[config.mk]
export PLATFORM = sky130hd
export DESIGN_NAME = outreg_bank
export DESIGN_NICKNAME = d
export VERILOG_FILES = /design/src/rtl/outreg_pkg.sv /design/src/rtl/outreg_bus_ctrl.sv /design/src/rtl/outreg_group.sv /design/src/rtl/outreg_bank.sv
export SDC_FILE = /design/constraint.sdc
export NUM_CORES = 1
export LEC_CHECK = 0
export BUFFER_PORTS_ARGS = -buffer_cell sky130_fd_sc_hd__buf_2
export CELL_PAD_IN_SITES_DETAIL_PLACEMENT = 0
export CELL_PAD_IN_SITES_GLOBAL_PLACEMENT = 2
export CORE_MARGIN = 2
export CORE_UTILIZATION = 29
export DETAILED_ROUTE_END_ITERATION = 10
export PLACE_DENSITY = 0.91
export SLEW_MARGIN = 20
export SYNTH_ARGS = -nofsm -noshare
export SYNTH_HDL_FRONTEND = slang
export SYNTH_HIERARCHICAL = 1
export SYNTH_SLANG_ARGS = --single-unit
export TNS_END_PERCENT = 1
[constraint.sdc]
create_clock -name clk -period 2.65 [get_ports clk]
set_input_delay 0.1325 -clock clk [delete_from_list [all_inputs] [get_ports clk]]
set_output_delay 0.1325 -clock clk [all_outputs]
set_load 0.01 [all_outputs]
[src/rtl/outreg_pkg.sv]
package outreg_pkg;

  // Register class selected by a bus address.
  typedef enum logic [1:0] {
    SEL_FLOP = 2'd0,
    SEL_MASK = 2'd1,
    SEL_DIR  = 2'd2,
    SEL_NONE = 2'd3
  } sel_e;

  // Address layout: flop groups first, then masks, then direction registers.
  function automatic sel_e addr_sel(input int unsigned a, input int unsigned ngrp);
    if (a < ngrp)          return SEL_FLOP;
    else if (a < 2 * ngrp) return SEL_MASK;
    else if (a < 3 * ngrp) return SEL_DIR;
    return SEL_NONE;
  endfunction

  function automatic int unsigned addr_grp(input int unsigned a, input int unsigned ngrp);
    return a % ngrp;
  endfunction

  function automatic int unsigned flop_addr(input int unsigned g);
    return g;
  endfunction

  function automatic int unsigned mask_addr(input int unsigned g, input int unsigned ngrp);
    return ngrp + g;
  endfunction

  function automatic int unsigned dir_addr(input int unsigned g, input int unsigned ngrp);
    return 2 * ngrp + g;
  endfunction

  // Next state of one flop: a bus load wins, then preset, clear, enable, hold.
  function automatic logic bit_next(input logic bus_ld, input logic bus_val,
                                    input logic set, input logic clr,
                                    input logic ce, input logic d,
                                    input logic cur);
    if (bus_ld)   return bus_val;
    else if (set) return 1'b1;
    else if (clr) return 1'b0;
    else if (ce)  return d;
    return cur;
  endfunction

  // Pin enable: direction bit, or the term if configured, else the output flag.
  function automatic logic oe_bit(input logic dir, input logic term_cfg,
                                  input logic term, input logic decl);
    return dir | (term_cfg ? term : decl);
  endfunction

endpackage

[src/rtl/outreg_bus_ctrl.sv]
module outreg_bus_ctrl #(
  parameter int ADDR_W = 3,
  parameter int DATA_W = 8
) (
  input  logic              clk,
  input  logic              rst_n,
  input  logic              edge_mode,
  input  logic              bus_wr,
  input  logic [ADDR_W-1:0] bus_addr,
  input  logic [DATA_W-1:0] bus_wdata,
  output logic              ld_evt,
  output logic [ADDR_W-1:0] ld_addr,
  output logic [DATA_W-1:0] ld_data
);

  logic              wr_q;
  logic [ADDR_W-1:0] hold_addr;
  logic [DATA_W-1:0] hold_data;
  logic              strobe_fall;

  // Keep the last strobe level and the address/data seen while it was high.
  always_ff @(posedge clk or negedge rst_n) begin
    if (!rst_n) begin
      wr_q      <= 1'b0;
      hold_addr <= '0;
      hold_data <= '0;
    end else begin
      wr_q <= bus_wr;
      if (bus_wr) begin
        hold_addr <= bus_addr;
        hold_data <= bus_wdata;
      end
    end
  end

  assign strobe_fall = wr_q & ~bus_wr;

  always_comb begin
    if (edge_mode) begin
      ld_evt  = strobe_fall;
      ld_addr = hold_addr;
      ld_data = hold_data;
    end else begin
      ld_evt  = bus_wr;
      ld_addr = bus_addr;
      ld_data = bus_wdata;
    end
  end

endmodule

[src/rtl/outreg_group.sv]
module outreg_group
  import outreg_pkg::*;
#(
  parameter int GRP_W   = 8,
  parameter int ADDR_W  = 3,
  parameter int NUM_GRP = 2,
  parameter int GRP_IDX = 0
) (
  input  logic              clk,
  input  logic              rst_n,
  input  logic              ld_evt,
  input  logic [ADDR_W-1:0] ld_addr,
  input  logic [GRP_W-1:0]  ld_data,
  input  logic [GRP_W-1:0]  int_d,
  input  logic [GRP_W-1:0]  int_set,
  input  logic [GRP_W-1:0]  int_clr,
  input  logic [GRP_W-1:0]  int_ce,
  input  logic [GRP_W-1:0]  oe_term,
  input  logic [GRP_W-1:0]  term_cfg,
  input  logic [GRP_W-1:0]  out_decl,
  output logic [GRP_W-1:0]  q,
  output logic [GRP_W-1:0]  mask,
  output logic [GRP_W-1:0]  dir,
  output logic [GRP_W-1:0]  oe,
  output logic [GRP_W-1:0]  ld_bits
);

  localparam int unsigned FLOP_A = flop_addr(GRP_IDX);
  localparam int unsigned MASK_A = mask_addr(GRP_IDX, NUM_GRP);
  localparam int unsigned DIR_A  = dir_addr(GRP_IDX, NUM_GRP);

  logic [31:0]      addr_ext;
  logic             hit_flop;
  logic             hit_mask;
  logic             hit_dir;
  logic [GRP_W-1:0] mask_q;
  logic [GRP_W-1:0] dir_q;
  logic [GRP_W-1:0] q_q;

  assign addr_ext = 32'(ld_addr);
  assign hit_flop = ld_evt && (addr_ext == FLOP_A);
  assign hit_mask = ld_evt && (addr_ext == MASK_A);
  assign hit_dir  = ld_evt && (addr_ext == DIR_A);

  // Bits that the bus overwrites this cycle.
  assign ld_bits = hit_flop ? ~mask_q : '0;

  always_ff @(posedge clk or negedge rst_n) begin
    if (!rst_n) begin
      mask_q <= '0;
      dir_q  <= '0;
    end else begin
      if (hit_mask) mask_q <= ld_data;
      if (hit_dir)  dir_q  <= ld_data;
    end
  end

  for (genvar b = 0; b < GRP_W; b++) begin : g_bit
    always_ff @(posedge clk or negedge rst_n) begin
      if (!rst_n) q_q[b] <= 1'b0;
      else        q_q[b] <= bit_next(ld_bits[b], ld_data[b], int_set[b],
                                     int_clr[b], int_ce[b], int_d[b], q_q[b]);
    end
    assign oe[b] = oe_bit(dir_q[b], term_cfg[b], oe_term[b], out_decl[b]);
  end

  assign q    = q_q;
  assign mask = mask_q;
  assign dir  = dir_q;

endmodule

[src/rtl/outreg_bank.sv]
module outreg_bank
  import outreg_pkg::*;
#(
  parameter int GRP_W   = 8,
  parameter int NUM_GRP = 2,
  parameter int ADDR_W  = 3
) (
  input  logic                     clk,
  input  logic                     rst_n,
  input  logic                     edge_mode,
  input  logic                     bus_wr,
  input  logic [ADDR_W-1:0]        bus_addr,
  input  logic [GRP_W-1:0]         bus_wdata,
  output logic [GRP_W-1:0]         bus_rdata,
  input  logic [GRP_W*NUM_GRP-1:0] int_d,
  input  logic [GRP_W*NUM_GRP-1:0] int_set,
  input  logic [GRP_W*NUM_GRP-1:0] int_clr,
  input  logic [GRP_W*NUM_GRP-1:0] int_ce,
  input  logic [GRP_W*NUM_GRP-1:0] oe_term,
  input  logic [GRP_W*NUM_GRP-1:0] term_cfg,
  input  logic [GRP_W*NUM_GRP-1:0] out_decl,
  output logic [GRP_W*NUM_GRP-1:0] q,
  output logic [GRP_W*NUM_GRP-1:0] oe
);

  localparam int NBITS = GRP_W * NUM_GRP;

  logic              ld_evt;
  logic [ADDR_W-1:0] ld_addr;
  logic [GRP_W-1:0]  ld_data;

  logic [NUM_GRP-1:0][GRP_W-1:0] q_grp;
  logic [NUM_GRP-1:0][GRP_W-1:0] mask_grp;
  logic [NUM_GRP-1:0][GRP_W-1:0] dir_grp;
  logic [NUM_GRP-1:0][GRP_W-1:0] oe_grp;
  logic [NUM_GRP-1:0][GRP_W-1:0] ldb_grp;

  // Named internal views for the checker.
  logic [NBITS-1:0] mask_all;
  logic [NBITS-1:0] dir_all;
  logic [NBITS-1:0] ld_bits;
  logic [NBITS-1:0] ld_rep;

  outreg_bus_ctrl #(.ADDR_W(ADDR_W), .DATA_W(GRP_W)) bus_i (
    .clk       (clk),
    .rst_n     (rst_n),
    .edge_mode (edge_mode),
    .bus_wr    (bus_wr),
    .bus_addr  (bus_addr),
    .bus_wdata (bus_wdata),
    .ld_evt    (ld_evt),
    .ld_addr   (ld_addr),
    .ld_data   (ld_data)
  );

  for (genvar g = 0; g < NUM_GRP; g++) begin : g_grp
    outreg_group #(
      .GRP_W   (GRP_W),
      .ADDR_W  (ADDR_W),
      .NUM_GRP (NUM_GRP),
      .GRP_IDX (g)
    ) grp_i (
      .clk      (clk),
      .rst_n    (rst_n),
      .ld_evt   (ld_evt),
      .ld_addr  (ld_addr),
      .ld_data  (ld_data),
      .int_d    (int_d[g*GRP_W +: GRP_W]),
      .int_set  (int_set[g*GRP_W +: GRP_W]),
      .int_clr  (int_clr[g*GRP_W +: GRP_W]),
      .int_ce   (int_ce[g*GRP_W +: GRP_W]),
      .oe_term  (oe_term[g*GRP_W +: GRP_W]),
      .term_cfg (term_cfg[g*GRP_W +: GRP_W]),
      .out_decl (out_decl[g*GRP_W +: GRP_W]),
      .q        (q_grp[g]),
      .mask     (mask_grp[g]),
      .dir      (dir_grp[g]),
      .oe       (oe_grp[g]),
      .ld_bits  (ldb_grp[g])
    );
  end

  assign q        = q_grp;
  assign oe       = oe_grp;
  assign mask_all = mask_grp;
  assign dir_all  = dir_grp;
  assign ld_bits  = ldb_grp;
  assign ld_rep   = {NUM_GRP{ld_data}};

  // Readback multiplexer.
  sel_e        rd_sel;
  int unsigned rd_grp;

  always_comb begin
    rd_sel    = addr_sel(32'(bus_addr), NUM_GRP);
    rd_grp    = addr_grp(32'(bus_addr), NUM_GRP);
    bus_rdata = '0;
    for (int unsigned g = 0; g < NUM_GRP; g++) begin
      if (rd_grp == g) begin
        case (rd_sel)
          SEL_FLOP: bus_rdata = q_grp[g];
          SEL_MASK: bus_rdata = mask_grp[g];
          SEL_DIR:  bus_rdata = dir_grp[g];
          default:  bus_rdata = '0;
        endcase
      end
    end
  end

endmodule

# Word level (Yosys, flattened, before mapping)
# Index checks and enable logic that the tools add are counted.
dict set report classes {
  magnitude_cmp 3
  eq_ne 7
  mux 160
  n_bitwise 20
  reduce_logical 9
}
# operator count
set ops {}
lappend ops {{$mux 1} 148}
lappend ops {{$logic_not 32->1} 2}
lappend ops {{$pmux 8 s3} 2}
lappend ops {{$mux 8} 5}
lappend ops {{$not 8->8} 2}
lappend ops {{$or 1x1->1} 16}
lappend ops {{$mux 2} 4}
lappend ops {{$eq 3x2->1 const B} 2}
lappend ops {{$eq 3x3->1 const B} 2}
lappend ops {{$logic_and 1x1->1} 6}
lappend ops {{$lt 3x3->1 const B} 2}
lappend ops {{$eq 3x1->1 const B} 1}
lappend ops {{$lt 3x2->1 const B} 1}
lappend ops {{$mux 3} 1}
lappend ops {{$eq 2x1->1 const B} 1}
lappend ops {{$eq 2x2->1 const B} 1}
lappend ops {{$logic_not 2->1} 1}
lappend ops {{$and 1x1->1} 1}
lappend ops {{$not 1->1} 1}
dict set report totals {
  reg_bits 60
}

# Longest topological paths before layout
dict set report logic_depth {
  ltp_word 9
  ltp_mapped 7
  depth_no_buf 5
}

# By module
# Netlist, hierarchy kept.
# mod instances cells_each area_each_um2
set modules_own_cells {}
lappend modules_own_cells {{outreg_group at g_grp[1].grp_i} 1 92 1303.8}
lappend modules_own_cells {{outreg_group at g_grp[0].grp_i} 1 94 1275.0}
lappend modules_own_cells {outreg_bus_ctrl 1 38 614.3}
lappend modules_own_cells {outreg_bank 1 68 486.7}

# Least setup slack after synthesis
# No wires, ideal clock.
dict set report synth_timing {
  path_type {flip-flop to flip-flop}
  startpoint {register bus_i.hold_addr[0]}
  endpoint {register g_grp[0].grp_i.q_q[7]}
  setup_ps 127
  t_arrival_ps 1735
  required_time_ps 2523
  setup_slack_ps 787
  stages_incl_launch_ff 6
  synth_period_minus_slack_ps 1863
  cell_sequence {dfrtp_1 > mux2_2 > or4b_1 > buf_6 > nor2_4 > mux2_1}
}
dict set report synth_via {
  elab_chain_len 5
}
# element line_no
set synth_rtl {}
lappend synth_rtl {{from (decl)} outreg_bus_ctrl.sv:17} ;# logic [ADDR_W-1:0] hold_addr;
lappend synth_rtl {{from (signal assigned)} outreg_bus_ctrl.sv:30} ;# hold_addr <= bus_addr;
lappend synth_rtl {{$mux 3 (*)} outreg_bus_ctrl.sv:39} ;# if (edge_mode) begin
lappend synth_rtl {{named net ld_addr[0]} outreg_bank.sv:29} ;# logic [ADDR_W-1:0] ld_addr;
lappend synth_rtl {{$logic_not 32->1 (*)} outreg_group.sv:41} ;# assign hit_flop = ld_evt && (addr_ext == FLOP_A);
lappend synth_rtl {{$logic_and 1x1->1 (*)} outreg_group.sv:41}
lappend synth_rtl {{$mux 8 (*)} outreg_group.sv:46} ;# assign ld_bits = hit_flop ? ~mask_q : '0;
lappend synth_rtl {{named net ld_bits[7]} outreg_bank.sv:41} ;# logic [NBITS-1:0] ld_bits;
lappend synth_rtl {{$mux 1} outreg_pkg.sv:40} ;# if (bus_ld) return bus_val;
lappend synth_rtl {{to (signal, indexed assignment)} outreg_group.sv:61} ;# else q_q[b] <= bit_next(ld_bits[b], ld_data[b], int_set[b],
lappend synth_rtl {{to (decl)} outreg_group.sv:38} ;# logic [GRP_W-1:0] q_q;
# The timed path passes the listed nets; every way through them passes the cells marked *.
# A chain may end at the register's enable or synchronous reset.

# Final worst setup path
dict set report layout_timing {
  startpoint {register bus_i.wr_q}
  endpoint {register g_grp[0].grp_i.q_q[5]}
}
dict set report layout_via {
  elab_chain_len 5
}
# element line_no
set layout_rtl {}
lappend layout_rtl {{from (decl)} outreg_bus_ctrl.sv:16} ;# logic wr_q;
lappend layout_rtl {{from (signal assigned)} outreg_bus_ctrl.sv:28} ;# wr_q <= bus_wr;
lappend layout_rtl {{$and 1x1->1 (*)} outreg_bus_ctrl.sv:36} ;# assign strobe_fall = wr_q & ~bus_wr;
lappend layout_rtl {{$mux 1 (*)} outreg_bus_ctrl.sv:39}
lappend layout_rtl {{named net ld_evt} outreg_bank.sv:28} ;# logic ld_evt;
lappend layout_rtl {{$logic_and 1x1->1 (*)} outreg_group.sv:41}
lappend layout_rtl {{$mux 8 (*)} outreg_group.sv:46}
lappend layout_rtl {{named net ld_bits[5]} outreg_bank.sv:41}
lappend layout_rtl {{$mux 1} outreg_pkg.sv:40}
# Marks and branches as above.

==> impl_metrics.ini <==
[outcome]
outcome = finished clean

[sta]
finalSetupViolations = 0
final_max_slew_viol_count = 0
fin_tns_setup_ns = 0
fin_worst_hold_slack_ns = 0.05741
fmax_mhz = 489.9
slew_headroom_pct = 61.28
worst_slew_pin_slew_ns = 0.5796
fin_crit_ns = 2.041
fin_skew_ns = 0.007973
rsz0062_at_grt = no
hold_viol_final = 0
fin_crit_sh_pct = 77.03

[yosys]
async_flop_share_pct = 100.0
synth_fp_nets = 419
synth_area_leaders = dfrtp_1 41%, mux2_2 14%, mux2i_1 6.8%
synth-main-ff-cell = dfrtp_1
synthCells = 292
synth_top_area_share_pct = 40.80
syn-cell-area_um2 = 3680
ys_warn_count = 6
synth_seq_cells = 60
yosysUniqueCellTypes = 28
avgSynthCellArea_um2 = 12.60
synth_edf_count = 0
synth_top_cells_by_count = 60 x dfrtp_1, 45 x mux2_2, 25 x mux2i_1
ys_seq_area_share_pct = 40.80
yosysTopAreaCell = dfrtp_1
synth_most_common_cell = dfrtp_1

[cts]
cts_sinks = 60
cts_root_buf = clkbuf_16
cts.path.max_buffers = 2
cts_buffers = 9
htree_num_levels = 3
cts_tree = done
clk_latency_ns = 0.33
clkTransAtPathRegs_ns = 0.05
post_cts_resized = 0

[setup_path]
crit_type = reg -> reg
cp.arrival_ns = 2.24
crit_chain = nand2_1 -> mux2i_1 -> or4b_1 -> buf_4 -> nor2_4 -> mux2_1
crit_path_top_delay_cell = or4b_1
required_ns = 2.85
crit_family = multiplexers
worstPathBufferInverterCount = 1
critPathCaptureType = flip-flop
startpoint_type = flip-flop
cpPeakStageDelay_ns = 0.48
critPathMaxFanout = 8
r2r_slack_ns = 0.61

[die]
initial_utilization_pct = 29.40
chipHeight_um = 116.6
die_area_um2 = 13610
core_um2 = 12520
fp-row-count = 41
die_width_um = 116.6
io_pins = 167

[grt]
grt_overflow = 0
antenna_found_initial = 0
gr-usage-all-layers_pct = 14.02
grt_pass1_wl_um = 14410
grt_max_degree = 41
grt_pass1_vias = 2690

[layout]
drive_gt1_share_pct = 57.94
diodes = 0
stdcell_area_um2 = 5015
synthToLayoutAreaGrowth_pct = 36.28
final_nets = 589

[drt]
drt_iter0_drc = 112
wirelength_um = 9678
drc = 0
drtPass1Iterations = 4
wl_per_cell_um = 15.17
ant_nets = 0
vias = 2977
viasPerCell = 4.666

[power_and_ir_drop]
vdd_drop_max_v = 0.0003620
p_per_area_nw_per_um2 = 724.8
power.leakage_nw = 2.352
finalPower_mw = 3.635

[placed_design]
placed_area_um2 = 4666
dpl.hpwl_um = 7632
gp_congestion = 0.7437
buffer_ports.inserted = 166

[job]
cap_violations = 0

[hold_path]
hp-class = in -> reg
==> final timing paths <==
check | from | end | depth (start not counted)
max | bus_i/wr_q | g_grp[0].grp_i/q[5] | 6
min | bus_wdata[2] | bus_i/hold_data[2] | 2
max reg2reg | bus_i/wr_q | g_grp[0].grp_i/q[5] | 6
min reg2reg | bus_i/hold_data[7] | bus_i/hold_data[7] | 1
max in group asynchronous | rst_n | bus_i/hold_addr[0] | 3
min in group asynchronous | rst_n | g_grp[0].grp_i/q[7] | 2
==> state kept, by name (all words and copies together), names as in the netlist <==
register and count:
g_grp.grp_i/dir 16, bus_i/wr_q 1, g_grp.grp_i/mask 16, bus_i/hold_data 8, g_grp.grp_i/q 16, bus_i/hold_addr 3
==> logic make-up (layout without fill, tap and decap cells) <==
logic type / count (synthesis) / in the layout / share of synthesized area, %
multiplexers: 95 / 95 / 29.85
AND/OR/NAND/NOR: 66 / 66 / 13.26
flip-flops: 60 / 60 / 40.80
AO/OA/AOI/OAI: 56 / 56 / 12.85
buffers and inverters: 15 / 189 / 3.230
==> metal layers <==
| layer | global-route usage (%) | vias up | wire [um] |
|---|---|---|---|
| met2 | 23.37 | 84 | 4776 |
| li1 | - | 1433 | - |
| met4 | 4.706 | 0 | 113 |
| met1 | 18.21 | 1450 | 4290 |
| met3 | 2.906 | 10 | 497 |
| met5 | 0 | - | 0 |
==> power by group <==
part | internal [mW] | leakage [nW] | switching, mW
registers | 1.16 | 0.703 | 0.265
clock network | 0.933 | 0.168 | 0.388
logic | 0.513 | 1.48 | 0.371
total | 2.61 | 2.35 | 1.02
==> stage by stage <==
stage,setup WS [ns],util (%),std cells
after floorplan,0.7872,-,292
after global placement,0.4678,37.28,622
after detailed placement,0.4168,37.28,622
after CTS,0.6051,40.06,638
after global routing,0.5200,40.06,638
final,0.6087,40.06,638
==> cell type report <==
class	instances	area (um^2)
repair buffers	174	893.4
clock buffers	10	239.0
flip-flops and latches	60	1501
multi-input cells	217	2066
well taps	172	215.2
clock inverters	5	100.1
fillers	1288	7502
==> what timing repair did <==
action / 4_1_cts / 5_1_grt
setup buffers: 0 / 0
endpoints found under the hold margin: 20 / 0
hold buffers: 1 / 0
==> cells in the final DEF, fill, tap and decap left out, drive strengths merged, types with 9 or more instances in the layout <==
cell,count
mux2i,25
clkbuf,10
mux2,70
nor2,24
buf,173
dfrtp,60
nand2,9
nor2b,17
o21bai,16
or2,9
a211o,16
No activity file was read; power rests on OpenSTA's default activity.
